`config.mk`:
```
export PLATFORM = sky130hd
export DESIGN_NAME = simd_ext_len_decoder
export DESIGN_NICKNAME = d
export VERILOG_FILES = /design/src/rtl/simd_ext_len_decoder.sv
export SDC_FILE = /design/constraint.sdc
export NUM_CORES = 1
export LEC_CHECK = 0
export BUFFER_PORTS_ARGS = -buffer_cell sky130_fd_sc_hd__buf_2
export CAP_MARGIN = 20
export CORE_AREA = 2 2 149 151
export CTS_BUF_LIST = sky130_fd_sc_hd__clkbuf_2 sky130_fd_sc_hd__clkbuf_4 sky130_fd_sc_hd__clkbuf_8
export CTS_CLUSTER_SIZE = 14
export DETAILED_ROUTE_END_ITERATION = 6
export DIE_AREA = 0 0 151 153
export SETUP_SLACK_MARGIN = 0.5
export SYNTH_ARGS = -nofsm -noshare
export SYNTH_HDL_FRONTEND = slang
export SYNTH_SLANG_ARGS = --single-unit
```
`constraint.sdc`:
```
create_clock -name clk -period 20 [get_ports clk]
set_clock_uncertainty 0.2 [all_clocks]
set_input_delay 4 -clock clk [delete_from_list [all_inputs] [get_ports clk]]
set_output_delay 4 -clock clk [all_outputs]
set_load 0.05 [all_outputs]
```
`src/rtl/simd_ext_len_decoder.sv`:
```
module simd_ext_len_decoder #(
  parameter int WINDOW = 16
) (
  input  logic                         clk,
  input  logic                         rst,
  input  logic                         in_valid,
  input  logic [8*WINDOW-1:0]          in_bytes,
  input  logic [$clog2(WINDOW+1)-1:0]  in_count,
  output logic                         out_valid,
  output logic                         out_handled,
  output logic                         out_truncated,
  output logic [$clog2(WINDOW+1)-1:0]  out_len,
  output logic                         out_wide,
  output logic [7:0]                   out_opcode,
  output logic [3:0]                   out_dst,
  output logic [3:0]                   out_src,
  output logic [1:0]                   out_mode,
  output logic [31:0]                  out_disp,
  output logic [7:0]                   out_imm,
  output logic                         out_has_imm
);
  localparam int IW = $clog2(WINDOW);
  localparam int CW = $clog2(WINDOW+1);

  logic [7:0] win [WINDOW];
  for (genvar g = 0; g < WINDOW; g++) begin : g_win
    assign win[g] = in_bytes[8*g +: 8];
  end

  wire          wide   = (win[0] == 8'h66);
  wire [IW-1:0] rx_at  = IW'(wide);
  wire          ext    = (win[rx_at][7:4] == 4'h4);
  wire          src_hi = ext && win[rx_at][0];
  wire          dst_hi = ext && win[rx_at][2];
  wire [IW-1:0] of_at  = rx_at + IW'(ext);
  wire [IW-1:0] esc_at = of_at + IW'(1);
  wire [IW-1:0] op_at  = of_at + IW'(2);
  wire [IW-1:0] mr_at  = of_at + IW'(3);
  wire [IW-1:0] d_at   = of_at + IW'(4);

  wire [7:0] esc   = win[esc_at];
  wire [7:0] opc   = win[op_at];
  wire [7:0] modrm = win[mr_at];

  wire has_0f = (win[of_at] == 8'h0F);
  wire op_38  = (esc == 8'h38) &&
                ((opc <= 8'h0B) || (opc >= 8'h1C && opc <= 8'h1E));
  wire align  = (esc == 8'h3A) && (opc == 8'h0F);
  wire known  = has_0f && (op_38 || align);

  wire [2:0] dlen = (modrm[7:6] == 2'b01) ? 3'd1 :
                    (modrm[7:6] == 2'b10) ? 3'd4 : 3'd0;
  wire [IW-1:0] imm_at = d_at + IW'(dlen);
  wire [CW-1:0] len = CW'(d_at) + CW'(dlen) + CW'(align);
  wire          fits = (len <= in_count);
  wire          ok   = known && fits;

  logic [31:0] disp;
  always_comb begin
    case (dlen)
      3'd1:    disp = {{24{win[d_at][7]}}, win[d_at]};
      3'd4:    disp = {win[d_at + IW'(3)], win[d_at + IW'(2)],
                       win[d_at + IW'(1)], win[d_at]};
      default: disp = 32'd0;
    endcase
  end

  always_ff @(posedge clk) begin
    if (rst) begin
      out_valid     <= 1'b0;
      out_handled   <= 1'b0;
      out_truncated <= 1'b0;
      out_len       <= '0;
      out_wide      <= 1'b0;
      out_opcode    <= '0;
      out_dst       <= '0;
      out_src       <= '0;
      out_mode      <= '0;
      out_disp      <= '0;
      out_imm       <= '0;
      out_has_imm   <= 1'b0;
    end else begin
      out_valid <= in_valid;
      if (in_valid) begin
        out_handled   <= ok;
        out_truncated <= known && !fits;
        out_len       <= ok ? len : '0;
        out_wide      <= ok && wide;
        out_opcode    <= ok ? opc : 8'h00;
        out_dst       <= ok ? {dst_hi, modrm[5:3]} : 4'h0;
        out_src       <= ok ? {src_hi, modrm[2:0]} : 4'h0;
        out_mode      <= ok ? modrm[7:6] : 2'b00;
        out_disp      <= ok ? disp : 32'd0;
        out_imm       <= (ok && align) ? win[imm_at] : 8'h00;
        out_has_imm   <= ok && align;
      end
    end
  end

  assert_valid_follows_R11: assert property (@(posedge clk) disable iff (rst)
    in_valid |=> out_valid);
  assert_valid_only_after_strobe_R11: assert property (@(posedge clk) disable iff (rst)
    !in_valid |=> !out_valid);
  assert_hold_when_idle_R11: assert property (@(posedge clk) disable iff (rst)
    !in_valid |=> ($stable(out_len) && $stable(out_disp) && $stable(out_handled)));
  assert_excl_status_R10: assert property (@(posedge clk) disable iff (rst)
    !(out_handled && out_truncated));
  assert_zero_len_R3: assert property (@(posedge clk) disable iff (rst)
    !out_handled |-> (out_len == '0));
  assert_len_range_R9: assert property (@(posedge clk) disable iff (rst)
    out_handled |-> (out_len >= CW'(4) && out_len <= CW'(11)));
  assert_imm_only_align_R7: assert property (@(posedge clk) disable iff (rst)
    out_has_imm |-> (out_opcode == 8'h0F && out_handled));
  assert_disp8_sext_R6: assert property (@(posedge clk) disable iff (rst)
    (out_handled && out_mode == 2'b01) |->
      (out_disp[31:8] == {24{out_disp[7]}}));
endmodule

```
==> run summary, run 1 <==
The tools report the worst hold path endpoint as out_disp[18]$_SDFFE_PP0P_. Once the clock tree was built, the setup fixing pass inserted 0 buffers. Summing all flip-flop and latch instances after layout gives 0.00134 mm².

The tools report the type of element capturing the critical path as a flop. Setup violations remaining at the end of the flow were counted as 0. The number of instances on the worst hold path came out at 2. The number of global-route vias before repair is 6,045, and the site row count is 54. Highest clock rate: 88.9 MHz.

The die width came out at 151 µm. Excluding fillers, the count of instances in the completed layout stands at 1,126. The net count reported at finish is 991, and the async set-or-reset flop fraction in the synthesized netlist is 0%.

The reg-to-reg endpoint was out_disp[15]$_SDFFE_PP0P_. After detailed routing, the total wire length is 24,100 µm. The clock-pin transition on the worst setup and hold timing paths came out at 80 ps.

Compared with the post-synthesis result, the final layout area differs by 21.8%. For the pin with the worst max-slew slack, the measured transition is 898 ps. Number of synthesized flops with an enable pin: 0.

204 I/O pins were placed. The congestion estimate from routability-driven global placement came to 0.929. In this run the mean area of a mapped cell was 9.26 µm². Buffers inserted to repair hold after CTS numbered 0. The core region is 0.0215 mm².

Measured against its own limit, the worst slew margin works out to 40.0%. In the final routed layout, each cell accounts on average for 21.4 µm. The CTS H-tree depth is 3. The logs give 688 for the synthesized instance count and 838 for the net count of the mapped netlist. Dividing the final minimum period by the clock period gives 56.2%.

The critical path startpoint category is a primary input. All-layer global routing usage: 20.4%. OpenSTA, run right after detailed placement, puts the worst setup slack at 8450 ps.

Once routing completed, OpenROAD measured the worst setup slack at 8750 ps. In this run, CTS created clock tree buffers numbering 9. CTS saw 67 sinks. The number of antenna violations at the first check in global routing came out at 0.

The worst hold path begins at out_disp[18]$_SDFFE_PP0P_. The vertical extent of the die was 153 µm; the total number of vias was 6,378. After filler insertion, the fill cell instance count of the layout stands at 2,269. For this configuration, the core starts out at a cell density of 29.6%. The number of I/O port buffers is 202, and the number of maximum-capacitance violations is 0. The run gives 11,330 ps as the critical path data arrival time. Setup repair after global routing left no endpoint under its margin. The post-detailed-route via-to-cell ratio came out at 5.66. The run finished with clean final reports. Dividing total power by cell area gives a power density of 48.9 mW/mm². Adding up every negative setup slack in the final design gives 0 ps.

The wire length of the first global-routing pass is 36,300 µm, and the flip-flop and latch count after synthesis is 67. Area of the multi-input gates: 0.00470 mm². After synthesis the cells add up to 0.00637 mm². Tracing the worst setup path back leads to its startpoint at in_bytes[12]. Entering global routing, the biggest net connects 67 pins. The Yosys step of the flow raised 0 warnings. For the worst flop-to-flop path, the logic depth is 2.

In the final layout, the share of cells above drive strength 1 is 40.7%. TritonCTS built the clock tree. The tools report the root cell of the clock tree as sky130_fd_sc_hd__clkbuf_8. For flop-to-flop paths, the worst setup slack is 19,180 ps. The count of nets left with antenna violations after detail routing was 0.

The primary flip-flop cell chosen by synthesis mapping was sky130_fd_sc_hd__dfxtp_1. Worst voltage drop across the vdd grid: 0.0000309 V. The worst min-delay path class is flop to flop. After synthesis, flip-flops and latches occupy 21.1% of the total area. The run gives 0 as the number of hold violations in the final report. For the post-detailed-placement half-perimeter wirelength, the log shows 18,700 µm. The origin of the critical flop-to-flop path was out_disp[15]$_SDFFE_PP0P_.

Summed over all layers, the global routing overflow is 0. Of all nets on the critical path, the largest fanout is 61. The count of cell types in the netlist is 59.

Data on the critical path is required at its endpoint by 20,080 ps. For this run, design rule violations remaining after detail routing come to 0. Total placed cells including tap cells: 1,109. The worst setup path is of the primary input to flop kind. Subtracting the final worst setup slack from the clock period gives 11,250 ps. Hold is met by 242 ps. The number of instances resized during post-cts repair came out at 0. For this block, the initial DRC count from the detailed router was 709. The number of optimization iterations in the first detailed-route pass is 7, and the clock latency on the worst-skew pair is 340 ps. The tools report the number of max-slew violations in the final report as 0. The maximum buffer depth of the clock tree is 2, and the floorplan die area is 0.0231 mm².

Summed over all cells, the static leakage comes to 3.11 nW.
-- critical path, stage by stage --
cell	delay, ps
sky130_fd_sc_hd__buf_2	130
sky130_fd_sc_hd__or4b_2	660
sky130_fd_sc_hd__o41ai_1	250
sky130_fd_sc_hd__nand2_1	260
sky130_fd_sc_hd__ha_4	550
sky130_fd_sc_hd__buf_4	760
sky130_fd_sc_hd__mux4_2	610
sky130_fd_sc_hd__or4_1	560
sky130_fd_sc_hd__a221oi_4	230
sky130_fd_sc_hd__buf_4	490
sky130_fd_sc_hd__and2_1	210
sky130_fd_sc_hd__ha_1	130
sky130_fd_sc_hd__or2_2	110
sky130_fd_sc_hd__ha_1	240
sky130_fd_sc_hd__ha_1	290
sky130_fd_sc_hd__nor2b_1	140
sky130_fd_sc_hd__o21a_1	160
sky130_fd_sc_hd__o21a_1	200
sky130_fd_sc_hd__o21ai_4	390
sky130_fd_sc_hd__buf_4	450
sky130_fd_sc_hd__nand4_4	240
sky130_fd_sc_hd__o21ai_1	200
-- area by class of cell --
| class | instances | share of cell area, % |
|---|---|---|
| multi-input cells | 533 | 60.5 |
| clock buffers | 13 | 2.14 |
| clock inverters | 2 | 0.451 |
| well taps | 280 | 4.51 |
| repair buffers | 214 | 14.3 |
| flip-flops and latches | 67 | 17.3 |
| inverters | 16 | 0.774 |
| diodes | 1 | 0.0322 |
-- cell usage after synthesis (3+ instances only) --
cell,number,share of area (%)
sky130_fd_sc_hd__nand2_1,96,5.7
sky130_fd_sc_hd__mux4_2,78,28
sky130_fd_sc_hd__dfxtp_1,67,21
sky130_fd_sc_hd__nand4_1,55,5.4
sky130_fd_sc_hd__o21ai_1,51,4.0
sky130_fd_sc_hd__nor2_1,45,2.7
sky130_fd_sc_hd__clkbuf_1,39,2.3
sky130_fd_sc_hd__mux2i_1,37,5.8
sky130_fd_sc_hd__a21oi_1,24,1.9
sky130_fd_sc_hd__mux2_2,20,3.5
sky130_fd_sc_hd__o21ai_0,16,1.3
sky130_fd_sc_hd__a221oi_1,15,2.1
sky130_fd_sc_hd__inv_1,15,0.88
sky130_fd_sc_hd__ha_1,13,2.6
sky130_fd_sc_hd__buf_2,12,0.94
sky130_fd_sc_hd__nor2b_1,11,1.1
sky130_fd_sc_hd__buf_1,9,0.53
sky130_fd_sc_hd__and2_1,7,0.69
sky130_fd_sc_hd__buf_6,6,1.1
sky130_fd_sc_hd__buf_4,5,0.59
sky130_fd_sc_hd__nand3b_1,5,0.59
sky130_fd_sc_hd__a31oi_1,4,0.39
sky130_fd_sc_hd__nand3_1,4,0.31
sky130_fd_sc_hd__nor3_1,4,0.31
sky130_fd_sc_hd__nor4bb_1,4,0.63
sky130_fd_sc_hd__nand2b_1,3,0.29
sky130_fd_sc_hd__o21a_1,3,0.35
sky130_fd_sc_hd__or3b_2,3,0.41
-- through the flow --
stage / instance area (µm²) / utilization, % / power (mW)
final: 7760 / 36.1 / 0.379
after global routing: 7760 / 36.1 / 0.397
after CTS: 7740 / 36.0 / 0.379
after detailed placement: 7540 / 35.1 / 0.260
after global placement: 7540 / 35.1 / 0.259
after floorplan: 6370 / - / 0.216
-- routing by layer --
layer	wire (µm)	track usage, %	vias to the layer above
met4	492	5.25	0
met2	11300	32.4	312
met1	10200	28.7	3094
met5	0	0	-
met3	2130	3.76	30
li1	-	-	2942
-- cell families (layout without fill, tap and decap cells) --
logic type	count (synthesis)	count (layout)	synth area share [%]
AND/OR/NAND/NOR	251	251	20.0
multiplexers	135	135	36.9
AO/OA/AOI/OAI	130	130	12.3
buffers and inverters	88	245	6.44
flip-flops	67	67	21.1
adder cells (fa/ha/maj)	14	14	2.87
XOR/XNOR	2	2	0.275
other	1	2	0.0589
-- worst max path at each step --
stage | cells past startpoint | slack, ps | to
3_5_place_dp | 22 | 8450 | out_imm[1]$_SDFFE_PP0P_
3_3_place_gp | 22 | 8510 | out_imm[0]$_SDFFE_PP0P_
6_report | 22 | 8750 | out_imm[7]$_SDFFE_PP0P_
4_1_cts | 22 | 8790 | out_imm[1]$_SDFFE_PP0P_
2_1_floorplan | 31 | 8630 | out_disp[10]$_SDFFE_PP0P_
5_1_grt | 22 | 8300 | out_imm[2]$_SDFFE_PP0P_
-- power breakdown --
group / switching, mW / total (mW) / internal [mW]
logic: 0.0704 / 0.126 / 0.0555
registers: 0.0000194 / 0.133 / 0.133
clock network: 0.0534 / 0.120 / 0.0665
-- flip-flops by register name, summed over array words and instances, names as in the netlist --
register       cells
out_wide           1
out_len            4
out_valid          1
out_src            4
out_has_imm        1
out_opcode         8
out_dst            4
out_handled        1
out_mode           2
out_imm            8
out_disp          32
out_truncated      1
-- cells in the final DEF (no fill, tap or decap), types with 16 or more instances in the layout --
cell and n:
sky130_fd_sc_hd__a21oi_1 24, sky130_fd_sc_hd__buf_2 202, sky130_fd_sc_hd__dfxtp_1 67, sky130_fd_sc_hd__mux2_2 20, sky130_fd_sc_hd__mux2i_1 37, sky130_fd_sc_hd__mux4_2 78, sky130_fd_sc_hd__nand2_1 96, sky130_fd_sc_hd__nand4_1 55
sky130_fd_sc_hd__nor2_1 44, sky130_fd_sc_hd__o21ai_0 16, sky130_fd_sc_hd__o21ai_1 50
Note: power is estimated with default switching activity, not from simulation.
==> inputs of run 2 (changes only) <==
- ABC_AREA: default -> 1
- CORE_AREA: 2 2 149 151 -> 2 2 154 156
- DIE_AREA: 0 0 151 153 -> 0 0 156 158
- clock period: 20 -> 11.51 ns (I/O delays scaled with it)
==> run summary, run 2 <==
The net count reported at finish is 1,523 (+54%), and the number of synthesis warnings is 0 (unchanged). Cell accounting for the most synthesized area: sky130_fd_sc_hd__nand2_1. The run gives 3.90 nW (+25%) as the standby leakage power. TritonCTS built the clock tree.

The number of hold violations in the final report came out at 0 (unchanged). out_disp holds more flip-flops than any other register. The most used cell along the critical path is sky130_fd_sc_hd__inv_1. The tools report the number of instances resized during post-cts repair as 0 (unchanged). The number of setup violations in the final report was 0 (unchanged).

For the clock power share, the log shows 31.3% (-0.3 points). For the sequential share of the synthesized area, the log shows 19.6% (-1.4 points). The logs give 0 (-1) for the number of diodes added for antenna fixing and 0.00473 mm² (+0.64%) for the area of the multi-input gates. The total placed cells including tap cells came out at 1,652 (+49%). Number of I/O port buffers: 202 (unchanged). The run gives 0.0231 mm² (+7.3%) as the placeable core region.

Count of nets left with antenna violations after detail routing: 0 (unchanged). Combinational share of power: 35.2% (+2.0 points). The post-CTS setup buffer count came out at 0 (unchanged). The number of max-slew violations in the final report came out at 0 (unchanged). The run gives 0.0246 mm² (+6.7%) as the floorplan die area.

The tools report the worst hold path endpoint as out_opcode[7]$_SDFFE_PP0P_. The slowest stage cell on the critical path was sky130_fd_sc_hd__buf_4. In the synthesized netlist, the cells that appear most often are sky130_fd_sc_hd__nand2_1 (413), sky130_fd_sc_hd__a21oi_1 (154), sky130_fd_sc_hd__nand3_1 (150), sky130_fd_sc_hd__inv_1 (84), sky130_fd_sc_hd__o21ai_0 (82). The post-detailed-placement half-perimeter wirelength was 24,600 µm (+32%); the number of synthesized flops with an enable pin was 0 (unchanged).

Tracing the worst setup path back leads to its startpoint at in_bytes[7]. The total number of vias is 9,101 (+43%). The run finished with clean final reports.

The startpoint of the most critical hold path was out_opcode[7]$_SDFFE_PP0P_. The fraction of post-synthesis cell area in the top cell type by area was 22.7% (-4.9 points); the total of fill cells in the finished design was 2,648 (+17%). The flip-flop and latch count after synthesis came out at 67 (unchanged). Timing would allow up to 109 MHz.

The tools report the leftover overflow at the end of global routing as 0 (unchanged). The clock latency on the worst-skew pair was 370 ps (+30 ps); the number of instances on the worst hold path was 2 (unchanged). The critical path data arrival time was 9250 ps (-2080 ps).

The share of total power consumed by net switching is 41.1% (+8.5 points). The tools report the routed wire length as 32,300 µm (+34%). For the number of antenna violations at the first check in global routing, the log shows 1 (+1).

The clock period minus worst slack was 9150 ps; the clock-pin transition on the worst setup and hold timing paths was 90 ps (about the same). The post-layout worst setup margin came out at 2360 ps (-6390 ps). The async set-or-reset flop fraction in the synthesized netlist was 0% (unchanged). The site row count was 56 (+3.7%); the internal cell power was 407 µW (+60%). The most used flip-flop cell after synthesis is sky130_fd_sc_hd__dfxtp_1. For the critical path data required time, the log shows 11,610 ps (-8470 ps).

The critical path is of the primary input to flop type. The total clock sinks is 67 (unchanged), and the core utilization of the finished layout is 35.1% (-1.1 points). The run gives 204 (unchanged) as the I/O pin count. The run gives 0.0000477 V (+54%) as the worst voltage drop across the vdd grid.

The synthesized instance count was 1,243 (+81%); the all-layer global routing usage was 25.6% (+5.2 points). The post-detailed-route via-to-cell ratio is 5.46 (-3.7%). The tools report the post-route total power as 692 µW (+82%). The tools report the origin of the critical flop-to-flop path as out_imm[0]$_SDFFE_PP0P_.

The vertical extent of the die is 158 µm (+3.3%). The post-synthesis cell area is 0.00684 mm² (+7.4%), and the worst slack after detailed placement is 2040 ps (-6410 ps). The worst reg-to-reg setup slack was 10,610 ps (-8570 ps); the detailed-route wire length per cell was 19.4 µm (-9.5%). Number of flip-flops in the largest register: 32 (unchanged). The logs give 1,203 (+70%) for the starting DRC count in detailed routing and 8,189 (+35%) for the number of global-route vias before repair. The number of optimization iterations in the first detailed-route pass is 6 (-1). The worst-margin pin slew was 1020 ps (+127 ps).

Yosys attributes the largest share of cell area to sky130_fd_sc_hd__nand2_1 (23%), sky130_fd_sc_hd__dfxtp_1 (20%), sky130_fd_sc_hd__a21oi_1 (11%). Number of standard cells in the final layout excluding fillers: 1,668 (+48%). The logs give 33.5% (-1.7 points) for the portion of total power attributed to sequential cells and 40 (-32%) for the count of cell types in the netlist. The area growth from synthesis to layout is 18.2%. Number of cells traversed by the worst register-to-register path: 3 (+1). The critical path's largest stage delay is 770 ps (about the same). The path class of the tightest hold or removal check is flop to flop.

The wire length of the first global-routing pass was 48,200 µm (+33%); the highest fanout seen on the critical path was 104 (+70%). The per-instance average area after synthesis was 5.50 µm² (-41%). The worst setup path is launched from a primary input.

Number of hold buffers added after cts: 0 (unchanged). The final critical-path share of the clock period works out to 79.5%. The register area was 0.00134 mm² (unchanged).

The worst register-to-register path ends at out_imm[0]$_SDFFE_PP0P_. The run gives 9 (unchanged) as the number of buffers created by CTS. Root cell of the clock tree: sky130_fd_sc_hd__clkbuf_8.

The logs give 31.7% (-8.2 points) for the headroom to the max-slew limit and 0 (unchanged) for the post-detailed-route DRC marker count. The share of post-route cells with drive strength above 1 is 17.9% (-23 points). The effective utilization at floorplan is 29.7% (about the same).

Setup repair after global routing left no endpoint under its margin. The worst setup path is captured at a flop. The setup TNS came out at 0 ps (unchanged). The power density over cell area works out to 85.6 mW/mm² (+75%). Net count of the mapped netlist: 1,393 (+66%). The library cells used most frequently in the layout, excluding fill and tap cells, are sky130_fd_sc_hd__nand2_1 (413), sky130_fd_sc_hd__buf_2 (202), sky130_fd_sc_hd__a21oi_1 (154).

The largest registers in the layout are out_disp x32, out_imm x8, out_opcode x8. The logs give 284 µW (+130%) for the power spent charging and discharging nets and 2 (unchanged) for the maximum buffer depth of the clock tree. For the CTS H-tree depth, the log shows 3 (unchanged). The final weighted congestion in routability-driven placement came out at 1.00 (+7.6%). The most common library cell in the layout ignoring fill and taps was sky130_fd_sc_hd__nand2_1. The die width works out to 156 µm (+3.3%). The library cell with the highest instance count after synthesis was sky130_fd_sc_hd__nand2_1. Maximum number of pins on one net before global-route repair: 105 (+57%). The number of maximum-capacitance violations is 0 (unchanged).
==> run 2: power groups by stage <==
| stage | logic (mW) | clock network (mW) | registers [mW] |
|---|---|---|---|
| global placement | 0.239 | 0 | 0.237 |
| global route | 0.265 | 0.231 | 0.232 |
| floorplan | 0.146 | 0 | 0.238 |
| detailed placement | 0.237 | 0 | 0.237 |
| finish | 0.244 | 0.216 | 0.232 |
| CTS | 0.238 | 0.223 | 0.232 |
==> run 2: layout make-up <==
class                      count  share of cell area [%]
clock buffer                   9                    1.53
clock inverter                 7                    1.02
inverter                      87                    4.07
multi-input combinational    992                    58.5
sequential                    67                    16.6
tap                          290                    4.49
timing repair buffer         216                    13.8
==> run 2: cell families (layout without fill, tap and decap cells) <==
group	count (synthesis)	in the layout	share of synthesized area, %
compound gates	293	293	23.9
xor+xnor	2	2	0.256
fa+ha+maj	14	14	2.67
buf+inv	184	319	11.6
flops	67	67	19.6
mux	1	1	0.146
other cells	1	1	0.0548
simple gates	681	681	41.8
==> run 2: worst max-delay path, delay by kind of cell <==
family | cells | cell delay (ps)
adders and majority gates | 6 | 1930
buffers and inverters | 10 | 2100
and+or+nand+nor | 12 | 1970
AOI/OAI and AO/OA | 4 | 870
==> run 2: routing by layer <==
| metal | global-route usage (%) | vias up | routed length (µm) |
|---|---|---|---|
| met2 | 40.1 | 524 | 14000 |
| li1 | - | 4436 | - |
| met5 | 0 | - | 7 |
| met3 | 4.93 | 45 | 3310 |
| met1 | 35.8 | 4094 | 14200 |
| met4 | 7.25 | 2 | 755 |
==> run 2: worst max path at each step <==
| stage | endpoint | cells past startpoint |
|---|---|---|
| 2_1_floorplan | out_disp[10]$_SDFFE_PP0P_ | 36 |
| 3_3_place_gp | out_disp[19]$_SDFFE_PP0P_ | 32 |
| 3_5_place_dp | out_disp[29]$_SDFFE_PP0P_ | 32 |
| 4_1_cts | out_disp[29]$_SDFFE_PP0P_ | 32 |
| 5_1_grt | out_disp[30]$_SDFFE_PP0P_ | 32 |
| 6_report | out_disp[30]$_SDFFE_PP0P_ | 32 |
==> run 2: per-stage QoR <==
stage                     hold WS (ps)  area (µm²)
final                              244        8080
after global routing               275        8080
after CTS                          245        8080
after detailed placement           227        7880
after global placement             226        7880
after floorplan                    465        6840
==> inputs of run 3 (changes only) <==
- clock period: 11.51 -> 9.41 ns (I/O delays scaled with it)
==> run summary, run 3 (synthesized netlist as in run 2, its figures left out) <==
The run finished with clean final reports. The clock-pin transition on the worst setup and hold timing paths came out at 90 ps (about the same). The number of I/O port buffers was 202 (unchanged).

Worst min-delay path class: flop to flop. Setup repair after global routing left no endpoint under its margin. The run gives 9450 ps (-2160 ps) as the critical path data required time.

In this run the critical register-to-register path is launched from out_dst[3]$_SDFFE_PP0P_. The total number of vias was 9,190 (+0.98%). The count of nets left with antenna violations after detail routing is 0 (unchanged). The tools report the site row count as 56 (unchanged). The worst path uses 85.4% of the clock period. Headroom to the max-slew limit: 36.4% (+4.7 points). The area growth from synthesis to layout is 18.9%. The vertical extent of the die came out at 158 µm (unchanged). The tools report the power spent charging and discharging nets as 345 µW (+21%).

The placeable core region came out at 0.0231 mm² (unchanged). Area of the multi-input gates: 0.00472 mm² (-0.16%). Category of the critical setup timing path: primary input to flop. The number of cells traversed by the worst register-to-register path is 4 (+1), and the power density over cell area is 104 mW/mm² (+21%). The total clock sinks is 67 (unchanged), and the post-detailed-placement half-perimeter wirelength is 24,800 µm (+0.82%). TritonCTS built the clock tree.

The run gives 31.3% (about the same) as the clock power share. Internal cell power: 499 µW (+22%). The critical path startpoint category was a primary input. For the combinational share of power, the log shows 35.1% (about the same).

The number of setup violations in the final report was 0 (unchanged). The most common library cell in the layout ignoring fill and taps is sky130_fd_sc_hd__nand2_1. The library cells used most frequently in the layout, excluding fill and tap cells, are sky130_fd_sc_hd__nand2_1 (413), sky130_fd_sc_hd__buf_2 (202), sky130_fd_sc_hd__a21oi_1 (154). The worst voltage drop across the vdd grid is 0.0000672 V (+41%). The post-detailed-route via-to-cell ratio was 5.48 (+0.50%); the leftover overflow at the end of global routing was 0 (unchanged).

For the critical path data arrival time, the log shows 8080 ps (-1170 ps). The setup TNS came out at 0 ps (unchanged). Slowest stage cell on the critical path: sky130_fd_sc_hd__buf_4.

Timing would allow up to 124 MHz. The run gives 33.6% (about the same) as the portion of total power attributed to sequential cells. Clock tree synthesis selected as its root buffer the cell sky130_fd_sc_hd__clkbuf_8. The net count reported at finish came out at 1,530 (+0.46%).

The worst setup path is captured at a flop. The post-route total power is 843 µW (+22%). The timing endpoint of the critical path was out_disp[6]$_SDFFE_PP0P_. The logs give 9 (unchanged) for the number of buffers created by CTS and 969 (-19%) for the starting DRC count in detailed routing. The tools report the maximum buffer depth of the clock tree as 2 (unchanged). For the clock latency on the worst-skew pair, the log shows 370 ps (about the same). Standby leakage power: 3.93 nW (+0.81%). The largest registers in the layout are out_disp x32, out_imm x8, out_opcode x8. The detailed-route wire length per cell came out at 19.2 µm (-0.85%). Counting flops per register, the top entry is out_disp.

The reg-to-reg endpoint is out_dst[3]$_SDFFE_PP0P_. The die width came out at 156 µm (unchanged). The number of flip-flops in the largest register was 32 (unchanged).

The routed wire length came out at 32,200 µm (-0.38%). The final weighted congestion in routability-driven placement was 1.01 (+0.55%); the critical path's largest stage delay was 600 ps (-170 ps). Register area: 0.00134 mm² (unchanged). The number of antenna violations at the first check in global routing is 2 (+1), and the highest fanout seen on the critical path is 67 (-36%). The worst reg-to-reg setup slack came out at 8460 ps (-2150 ps). For the wire length of the first global-routing pass, the log shows 48,600 µm (+0.76%). The logs give 0 (unchanged) for the post-detailed-route DRC marker count and 3 (unchanged) for the CTS H-tree depth. The number of global-route vias before repair came out at 8,427 (+2.9%). The logs give 204 (unchanged) for the I/O pin count and 25.7% (+0.077 points) for the all-layer global routing usage.

The number of optimization iterations in the first detailed-route pass is 6 (unchanged), and the number of maximum-capacitance violations is 0 (unchanged). The run gives 0.0246 mm² (unchanged) as the floorplan die area. The share of post-route cells with drive strength above 1 is 18.2% (+0.34 points). In this run the worst setup path begins at in_bytes[7]. Total of fill cells in the finished design: 2,612 (-1.4%). The number of max-slew violations in the final report was 0 (unchanged); the number of instances resized during post-cts repair was 0 (unchanged). The share of total power consumed by net switching came out at 40.9% (-0.23 points). For the number of hold buffers added after cts, the log shows 0 (unchanged). The worst-margin pin slew is 954 ps (-69.9 ps), and the number of hold violations in the final report is 0 (unchanged). The tools report the maximum number of pins on one net before global-route repair as 82 (-22%).

For the post-CTS setup buffer count, the log shows 0 (unchanged). The routed design could run at a clock period as short as 8040 ps. The most used cell along the critical path is sky130_fd_sc_hd__nand2_1. The tools report the effective utilization at floorplan as 29.7% (unchanged).
==> run 3: per-layer routing <==
metal | vias to the layer above | part of all wire (%) | track usage (%)
li1 | 4447 | - | -
met1 | 4129 | 43 | 34.8
met4 | 2 | 3.9 | 10.1
met3 | 66 | 11 | 6.68
met5 | - | 0.040 | 0
met2 | 546 | 42 | 39.0
==> run 3: how the worst min path moves through the flow <==
stage / start / endpoint / depth (start not counted)
6_report: out_opcode[5]$_SDFFE_PP0P_ / out_opcode[5]$_SDFFE_PP0P_ / 2
3_3_place_gp: out_opcode[7]$_SDFFE_PP0P_ / out_opcode[7]$_SDFFE_PP0P_ / 2
5_1_grt: out_opcode[5]$_SDFFE_PP0P_ / out_opcode[5]$_SDFFE_PP0P_ / 2
4_1_cts: out_opcode[5]$_SDFFE_PP0P_ / out_opcode[5]$_SDFFE_PP0P_ / 2
3_5_place_dp: out_opcode[5]$_SDFFE_PP0P_ / out_opcode[5]$_SDFFE_PP0P_ / 2
2_1_floorplan: out_opcode[5]$_SDFFE_PP0P_ / out_opcode[5]$_SDFFE_PP0P_ / 2
==> run 3: stage by stage <==
stage	util [%]	hold WS (ps)	std cells	setup WS [ps]	cell area, µm²
floorplan	-	465	1243	1690	6840
global placement	34.4	226	1659	1260	7920
detailed placement	34.4	227	1659	1080	7920
CTS	35.3	245	1675	1460	8130
global route	35.3	266	1675	803	8130
finish	35.3	244	1676	1370	8130
==> run 3: power by group through the flow <==
| stage | sequential [mW] | clock [mW] | combinational, mW |
|---|---|---|---|
| 3_5_place_dp | 0.290 | 0 | 0.287 |
| 5_1_grt | 0.284 | 0.283 | 0.322 |
| 2_1_floorplan | 0.291 | 0 | 0.178 |
| 3_3_place_gp | 0.290 | 0 | 0.287 |
| 6_report | 0.283 | 0.264 | 0.296 |
| 4_1_cts | 0.283 | 0.270 | 0.288 |
==> run 3: area by class of cell <==
type | instances | area share [%]
Multi-Input combinational cell | 992 | 58.0
Sequential cell | 67 | 16.5
Timing Repair Buffer | 223 | 14.4
Tap cell | 290 | 4.46
Inverter | 87 | 4.05
Clock buffer | 9 | 1.52
Clock inverter | 7 | 1.02
Antenna cell | 1 | 0.0308
==> run 3: worst max-delay path: cells and delay by family <==
| family | cells | cell delay, ps |
|---|---|---|
| buffers and inverters | 10 | 2080 |
| AO/OA/AOI/OAI | 2 | 540 |
| adder cells (fa/ha/maj) | 4 | 1060 |
| AND/OR/NAND/NOR | 21 | 2470 |
